`src/rtl/kd_wdt_pkg.sv`:
```
package kd_wdt_pkg;
  localparam logic [7:0] KEY_STOP = 8'hB1;
  localparam logic [7:0] KEY_KICK = 8'h4E;

  typedef struct packed {
    logic       rst_link;
    logic       enable;
    logic [1:0] span;
  } mode_t;

  localparam mode_t MODE_RST = '{rst_link: 1'b0, enable: 1'b1, span: 2'b00};
  localparam int    N_SPANS  = 4;

  typedef enum logic {SEL_MODE = 1'b0, SEL_CMD = 1'b1} reg_sel_e;
endpackage

```
`src/rtl/kd_wdt_regs.sv`:
```
module kd_wdt_regs
  import kd_wdt_pkg::*;
(
  input  logic       clk_i,
  input  logic       rst_ni,
  input  logic       wr_en_i,
  input  logic       wr_sel_i,
  input  logic [7:0] wr_data_i,
  input  logic       rd_sel_i,
  output logic [7:0] rd_data_o,
  output mode_t      mode_o,
  output logic       kick_o,
  output logic       stop_o,
  output logic       arm_o
);
  mode_t mode_q;
  logic  mode_wr, cmd_wr;

  assign mode_wr = wr_en_i && (wr_sel_i == SEL_MODE);
  assign cmd_wr  = wr_en_i && (wr_sel_i == SEL_CMD);

  always_ff @(posedge clk_i or negedge rst_ni) begin
    if (!rst_ni)      mode_q <= MODE_RST;
    else if (mode_wr) mode_q <= mode_t'(wr_data_i[3:0]);
  end

  // both keys clear the counter; the stop key halts only once enable is low
  assign kick_o = cmd_wr && (wr_data_i == KEY_KICK || wr_data_i == KEY_STOP);
  assign stop_o = cmd_wr && (wr_data_i == KEY_STOP) && !mode_q.enable;
  assign arm_o  = mode_wr && wr_data_i[2];

  assign mode_o    = mode_q;
  assign rd_data_o = (rd_sel_i == SEL_MODE) ? {4'b0000, mode_q} : 8'h00;
endmodule

```
`src/rtl/kd_wdt_ctr.sv`:
```
module kd_wdt_ctr
  import kd_wdt_pkg::*;
#(
  parameter int BASE_EXP = 15,
  parameter int STEP     = 2,
  localparam int CNT_W   = BASE_EXP + (N_SPANS - 1) * STEP
) (
  input  logic       clk_i,
  input  logic       rst_ni,
  input  logic       clr_i,
  input  logic       stop_i,
  input  logic       arm_i,
  input  logic [1:0] span_i,
  output logic       run_o,
  output logic       tc_o
);
  logic [CNT_W-1:0]   cnt_q;
  logic               run_q;
  logic [N_SPANS-1:0] tap;

  always_ff @(posedge clk_i or negedge rst_ni) begin
    if (!rst_ni)     run_q <= 1'b1;
    else if (stop_i) run_q <= 1'b0;
    else if (arm_i)  run_q <= 1'b1;
  end

  always_ff @(posedge clk_i or negedge rst_ni) begin
    if (!rst_ni)     cnt_q <= '0;
    else if (clr_i)  cnt_q <= '0;
    else if (run_q)  cnt_q <= cnt_q + 1'b1;
  end

  for (genvar i = 0; i < N_SPANS; i++) begin : g_tap
    localparam int E = BASE_EXP + i * STEP;
    assign tap[i] = &cnt_q[E-1:0];
  end

  // a refresh in the terminal cycle wins over the timeout
  assign tc_o  = run_q && !clr_i && tap[span_i];
  assign run_o = run_q;
endmodule

```
`src/rtl/kd_wdt_evt.sv`:
```
module kd_wdt_evt (
  input  logic clk_i,
  input  logic rst_ni,
  input  logic tc_i,
  input  logic rst_link_i,
  output logic irq_o,
  output logic rst_req_o
);
  logic irq_q, rst_q;

  always_ff @(posedge clk_i or negedge rst_ni) begin
    if (!rst_ni) begin
      irq_q <= 1'b0;
      rst_q <= 1'b0;
    end else begin
      irq_q <= tc_i;
      rst_q <= tc_i && rst_link_i;
    end
  end

  assign irq_o     = irq_q;
  assign rst_req_o = rst_q;
endmodule

```
`src/rtl/kd_wdt.sv`:
```
module kd_wdt
  import kd_wdt_pkg::*;
#(
  parameter int BASE_EXP = 15,
  parameter int STEP     = 2
) (
  input  logic       clk_i,
  input  logic       rst_ni,
  input  logic       wr_en_i,
  input  logic       wr_sel_i,
  input  logic [7:0] wr_data_i,
  input  logic       rd_sel_i,
  output logic [7:0] rd_data_o,
  output logic       irq_o,
  output logic       rst_req_o
);
  mode_t mode_w;
  logic  kick_w, stop_w, arm_w, run_w, tc_w, en_w;

  assign en_w = mode_w.enable;

  kd_wdt_regs u_regs (
    .clk_i     (clk_i),
    .rst_ni    (rst_ni),
    .wr_en_i   (wr_en_i),
    .wr_sel_i  (wr_sel_i),
    .wr_data_i (wr_data_i),
    .rd_sel_i  (rd_sel_i),
    .rd_data_o (rd_data_o),
    .mode_o    (mode_w),
    .kick_o    (kick_w),
    .stop_o    (stop_w),
    .arm_o     (arm_w)
  );

  kd_wdt_ctr #(.BASE_EXP(BASE_EXP), .STEP(STEP)) u_ctr (
    .clk_i  (clk_i),
    .rst_ni (rst_ni),
    .clr_i  (kick_w),
    .stop_i (stop_w),
    .arm_i  (arm_w),
    .span_i (mode_w.span),
    .run_o  (run_w),
    .tc_o   (tc_w)
  );

  kd_wdt_evt u_evt (
    .clk_i      (clk_i),
    .rst_ni     (rst_ni),
    .tc_i       (tc_w),
    .rst_link_i (mode_w.rst_link),
    .irq_o      (irq_o),
    .rst_req_o  (rst_req_o)
  );
endmodule

```
`config.mk`:
```
export PLATFORM = sky130hd
export DESIGN_NAME = kd_wdt
export DESIGN_NICKNAME = d
export VERILOG_FILES = /design/src/rtl/kd_wdt_pkg.sv /design/src/rtl/kd_wdt_regs.sv /design/src/rtl/kd_wdt_ctr.sv /design/src/rtl/kd_wdt_evt.sv /design/src/rtl/kd_wdt.sv
export SDC_FILE = /design/constraint.sdc
export NUM_CORES = 1
export LEC_CHECK = 0
export BUFFER_PORTS_ARGS = -buffer_cell sky130_fd_sc_hd__buf_2
export CORE_MARGIN = 4
export CORE_UTILIZATION = 49
export CTS_BUF_LIST = sky130_fd_sc_hd__clkbuf_4
export CTS_CLUSTER_SIZE = 25
export DETAILED_ROUTE_END_ITERATION = 12
export PLACE_DENSITY = 0.8
export SLEW_MARGIN = 20
export SYNTH_ARGS = -nofsm -noshare
export SYNTH_HDL_FRONTEND = slang
export SYNTH_SLANG_ARGS = --single-unit
```
`constraint.sdc`:
```
create_clock -name clk_i -period 1.65 [get_ports clk_i]
set_clock_uncertainty 0.05 [all_clocks]
set_input_delay 0.0825 -clock clk_i [delete_from_list [all_inputs] [get_ports clk_i]]
set_output_delay 0.0825 -clock clk_i [all_outputs]
set_load 0.005 [all_outputs]
```
=== Yosys cells after proc, flatten, opt, wreduce, memory -nomap -nowiden ===
Index checks and enable logic that the tools add are counted.

* Word-level logic and storage cells: 37
* Register bits: 28
* Input bits: 13
* Output and inout bits: 10

* Add/subtract/negate cells: 1
* Bitwise logic cells: 1
* Equality and inequality tests: 2
* Magnitude comparators: 1
* Multiplexer cells: 7
* Reductions and logical operators: 18

{| class="wikitable"
|+ Operators with widths
! operator !! count
|-
| $mux 21 || 2
|-
| $add 21x1->21 const B || 1
|-
| $reduce_and 21->1 || 1
|-
| $reduce_and 19->1 || 1
|-
| $reduce_and 17->1 || 1
|-
| $reduce_and 15->1 || 1
|-
| $logic_and 1x1->1 || 9
|-
| $eq 8x7->1 const B || 1
|-
| $eq 8x8->1 const B || 1
|-
| $mux 4 || 1
|-
| $reduce_bool 2->1 || 2
|-
| $lt 2x3->1 const B || 1
|-
| $mux 1 || 3
|-
| $bmux 1 s2 || 1
|-
| $logic_not 1->1 || 2
|-
| $logic_or 1x1->1 || 1
|-
| $not 1->1 || 1
|}

=== Longest topological paths before layout ===
* Word-level depth: 7
* Mapped depth: 9
* Gate-level depth less buffers: 8

=== Cells and area by module ===
A second synthesis with hierarchy kept.

* Cells, all modules: 153
* Area total of the unflattened synthesis: 1,491.4 µm²

{| class="wikitable"
|+ By module, submodules not included
! module !! cells each !! area each (µm²) !! instances
|-
| kd_wdt_ctr || 122 || 1,147.4 || 1
|-
| kd_wdt_regs || 28 || 287.8 || 1
|-
| kd_wdt_evt || 3 || 56.3 || 1
|}

=== Worst setup path after synthesis ===
Ideal clock, no wire load.

* Path kind: register -> register
* From: register u_ctr.cnt_q[0]
* To: register u_evt.irq_q, in the netlist u_evt.irq_o
* Cell stages (with the launch flop): 10
* Arrival: 1,585 ps
* Library setup time: 139 ps
* Setup slack: -124 ps
* Path through: dfrtp_1 -> ha_1 -> and4_1 -> buf_6 -> nand4_4 -> nor2_1 -> ha_1 -> a21oi_1 -> o31a_2 -> nor4b_2

* Longest elaborated chain between the ends: 4
* Elaborated cells between the ends (all ways): 7
* Classes of those cells: mux (2); reduce/logical (5)

{| class="wikitable"
|+ RTL lines
! what !! RTL line !! RTL
|-
| start: declaration || kd_wdt_ctr.sv:17 || <nowiki>logic [CNT_W-1:0] cnt_q;</nowiki>
|-
| start signal: assignment || kd_wdt_ctr.sv:30 || <nowiki>else if (run_q) cnt_q <= cnt_q + 1'b1;</nowiki>
|-
| $reduce_and 21->1 (tied with other cells) || kd_wdt_ctr.sv:35 || <nowiki>assign tap[i] = &cnt_q[E-1:0];</nowiki>
|-
| $bmux 1 s2 (*) || kd_wdt_ctr.sv:39 || <nowiki>assign tc_o = run_q && !clr_i && tap[span_i];</nowiki>
|-
| $mux 1 (not written as such) (*) || kd_wdt_ctr.sv:39 ||
|-
| $logic_and 1x1->1 (*) || kd_wdt_ctr.sv:39 ||
|-
| named net tc_w || kd_wdt.sv:18 || <nowiki>logic kick_w, stop_w, arm_w, run_w, tc_w, en_w;</nowiki>
|-
| end signal: assignment || kd_wdt_evt.sv:16 || <nowiki>irq_q <= tc_i;</nowiki>
|-
| end: declaration || kd_wdt_evt.sv:9 || <nowiki>logic irq_q, rst_q;</nowiki>
|}

The timed path passes the listed nets; every way through them passes the cells marked *. The select of a mux whose other input is x is not followed.
A chain may end at the register's enable or synchronous reset.

=== Worst setup path after layout ===
* From: register u_ctr.cnt_q[1]
* To: register u_evt.irq_q, in the netlist u_evt.irq_o

Same word-level chain as after synthesis.

==> results.py <==
metrics = {
    "floorplanning": {
        "die_x_um": 64.0,
        "die_y_um": 64.0,
        "core_area_um2": 3030,
        "die_area_um2": 4090,
        "row_count": 20,
        "pin_count": 23,
        "initial_utilization_pct": 50.7,
    },
    "grt": {
        "grt_overflow": 0,
        "grt_pass1_vias": 1345,
        "antenna_found_initial": 0,
        "track_usage_pct": 18.1,
        "grt_pass1_wl_mm": 5.90,
        "grt_max_degree": 29,
    },
    "synthesis": {
        "synthTopCellsByCount": "dfrtp_1, nor2_1, a21oi_1",
        "yosysWarnings": 0,
        "synth_area_leaders": "dfrtp_1, xor2_1, a21oi_1",
        "synth_edf_count": 0,
        "synth_flop_cell": "dfrtp_1",
        "syn_inst": 150,
        "synth_top_area_share_pct": 42.4,
        "yosysMostFrequentCell": "dfrtp_1",
        "synth_top_area_cell": "dfrtp_1",
        "seq_area_frac_synth_pct": 45.8,
        "netlist_area_um2": 1530,
        "avgSynthCellArea_um2": 10.2,
        "async_flop_share_pct": 100,
        "synth.distinct_cells": 41,
        "ys_ff_latch": 28,
    },
    "run_status": {
        "status": "finished, violations left",
        "violations": "negative setup slack",
    },
    "timing": {
        "rsz0062_at_grt": "yes",
        "maxSlewHeadroom_pct": 58.7,
        "timing.fmax_mhz": 571,
        "period_needed_ps": 1750,
        "setup_slack_ps": -101,
        "period_share_pct": 106,
        "hold_violations": 0,
        "tightest_slew_ps": 619,
        "final-max-slew-violation-count": 0,
        "setup_violations": 3,
    },
    "place": {
        "globalplace.congestion": 0.787,
        "port_buffers": 18,
        "hpwl_mm": 2.39,
    },
    "setup_path": {
        "rrSetupSlack_ps": -100,
        "worstPathMaxFanout": 5,
        "cp_slowest_stage_delay_ps": 390,
        "rr_startpoint": "u_ctr.cnt_q[1]",
        "crit_family": "simple AND/OR/NAND/NOR gates",
        "reg2reg_depth": 8,
        "path_cells": "ha_2 -> and4_4 -> nand4_4 -> nor2_2 -> ha_1 -> a21oi_1 -> o31a_2 -> nor4b_2",
        "path_buf_inv": 0,
        "worst_ep_arrival_time_ps": 1960,
        "reg2reg_to": "u_evt.irq_o",
        "cp-end-kind": "flip-flop",
        "cp.depth": 8,
        "required_ps": 1860,
        "start_kind": "flip-flop",
        "crit_type": "reg2reg",
        "critPathSlowestCell": "dfrtp_1",
    },
    "run": {
        "drv_cap": 0,
    },
    "layout": {
        "utilization_pct": 65.0,
        "multi_input_area_um2": 812,
        "final_nets": 214,
        "nFillCells": 245,
        "regArea_um2": 703,
        "drive_gt1_share_pct": 37.9,
        "syn2layout_area_growth_pct": 28.2,
        "n_antenna_cell": 0,
    },
    "pwr": {
        "power.leakage_nw": 0.808,
        "p_per_area_nw_per_um2": 1320,
        "power_mw": 2.61,
        "irDropWorstVdd_mv": 0.694,
    },
    "clocking": {
        "ctsRootBufferMaster": "clkbuf_4",
        "cts.sinks": 28,
        "cts_max_path_buffers": 2,
        "cts_tree": "yes",
        "clk_pin_slew_ps": 150,
        "clk_latency_ps": 340,
        "cts_buffers": 3,
        "cts_max_level": 1,
    },
    "detailed_routing": {
        "routedWlPerCell_um": 13.9,
        "drc": 0,
        "wirelength_mm": 3.37,
        "postRouteAntennaNets": 0,
        "routed-via-count": 1320,
        "drt-initial-drc-count": 71,
        "vias_per_cell": 5.45,
        "first_pass_iters": 4,
    },
    "min_path": {
        "hold_end": "u_ctr.run_o",
        "hold_class": "in2reg",
        "hold_path_startpoint": "wr_data_i[5]",
        "whs_path_depth": 4,
    },
}
tightest hold or removal path, cell delays in order:
cell and delay, ps:
buf_2 90, nand4_1 120, o21ai_0 200, a21oi_1 70
what timing repair did:
item	CTS	global route
setup endpoints to repair	9	23
gates resized for setup	3	13
hold endpoints to repair	31	0
pin swaps	4	3
hold buffers	7	0
buffers inserted	2	4
cloned	0	1
cell type report:
cell class	instances	share of cell area [%]
clock buffer	3	1.15
clock inverter	1	0.191
inverter	2	0.382
multi-input combinational	113	41.3
sequential	28	35.8
tap	44	2.80
timing repair buffer	51	18.4
cell usage in the layout, fill, tap and decap left out, types with 2 or more instances in the layout:
master,netlist,final
nand3_1,5,5
dfstp_2,2,2
and4_4,1,2
nor2b_1,6,6
o31ai_1,6,6
nand4_1,5,5
a21oi_1,12,8
conb_1,1,4
a21oi_2,1,5
dlygate4sd3_1,0,7
nor2_1,13,12
buf_2,2,18
mux2i_1,2,2
nand2b_1,2,2
xor2_1,7,7
or3_1,3,2
inv_1,2,2
clkbuf_4,0,3
nor4b_2,1,2
buf_4,5,24
or2_4,0,2
buf_6,2,2
dfrtp_1,26,26
o21ai_0,4,4
nand2_1,10,9
mux2_2,4,4
xnor2_1,3,3
or4_1,5,5
nand4_4,1,2
state kept, by name, summed over array words and instances, names as in the netlist:
name,cells
u_regs.mode_o,4
u_evt.rst_req_o,1
u_ctr.run_o,1
u_ctr.cnt_q,21
u_evt.irq_o,1
metal layers:
| metal | global-route usage (%) | up-vias | routed length (um) |
|---|---|---|---|
| met5 | 0 | - | 0 |
| met4 | 7.55 | 0 | 53 |
| met3 | 2.81 | 5 | 94 |
| met2 | 32.1 | 24 | 1810 |
| met1 | 21.5 | 660 | 1420 |
| li1 | - | 631 | - |
cells by family after synthesis:
family                     after synthesis  share of synthesized area [%]
muxes                                    6                           4.24
other                                    1                          0.244
AOI/OAI and AO/OA                       26                           10.4
buffers and inverters                   12                           5.30
and+or+nand+nor                         65                           26.6
DFF                                     28                           45.8
adders and majority gates                2                           1.63
xor gates and xnor gates                10                           5.71
power by group:
group | internal (mW) | switching, mW
combinational | 0.595 | 0.562
clock | 0.0892 | 0.205
sequential | 0.937 | 0.218
total | 1.62 | 0.985
stage by stage:
step           std cells  worst slack, ps  TNS, ps  hold slack [ps]  cell area [um2]
3_5_place_dp         224             -124     -404             85.2             1770
4_1_cts              237             -101     -205              157             1890
2_1_floorplan        153             -110     -525             -263             1560
5_1_grt              242             -172     -686              244             1970
3_3_place_gp         224            -20.2    -38.6             75.4             1770
6_report             242             -101     -190              171             1970
how the worst max path moves through the flow:
stage          slack (ps)          end      startpoint
5_1_grt              -170  u_evt.irq_o  u_ctr.cnt_q[1]
6_report             -100  u_evt.irq_o  u_ctr.cnt_q[1]
3_5_place_dp         -120  u_evt.irq_o  u_ctr.cnt_q[1]
4_1_cts              -100  u_evt.irq_o  u_ctr.cnt_q[1]
3_3_place_gp          -20  u_evt.irq_o  u_ctr.cnt_q[1]
2_1_floorplan        -110  u_evt.irq_o  u_ctr.cnt_q[0]
Power figures use the tool's default switching activity.
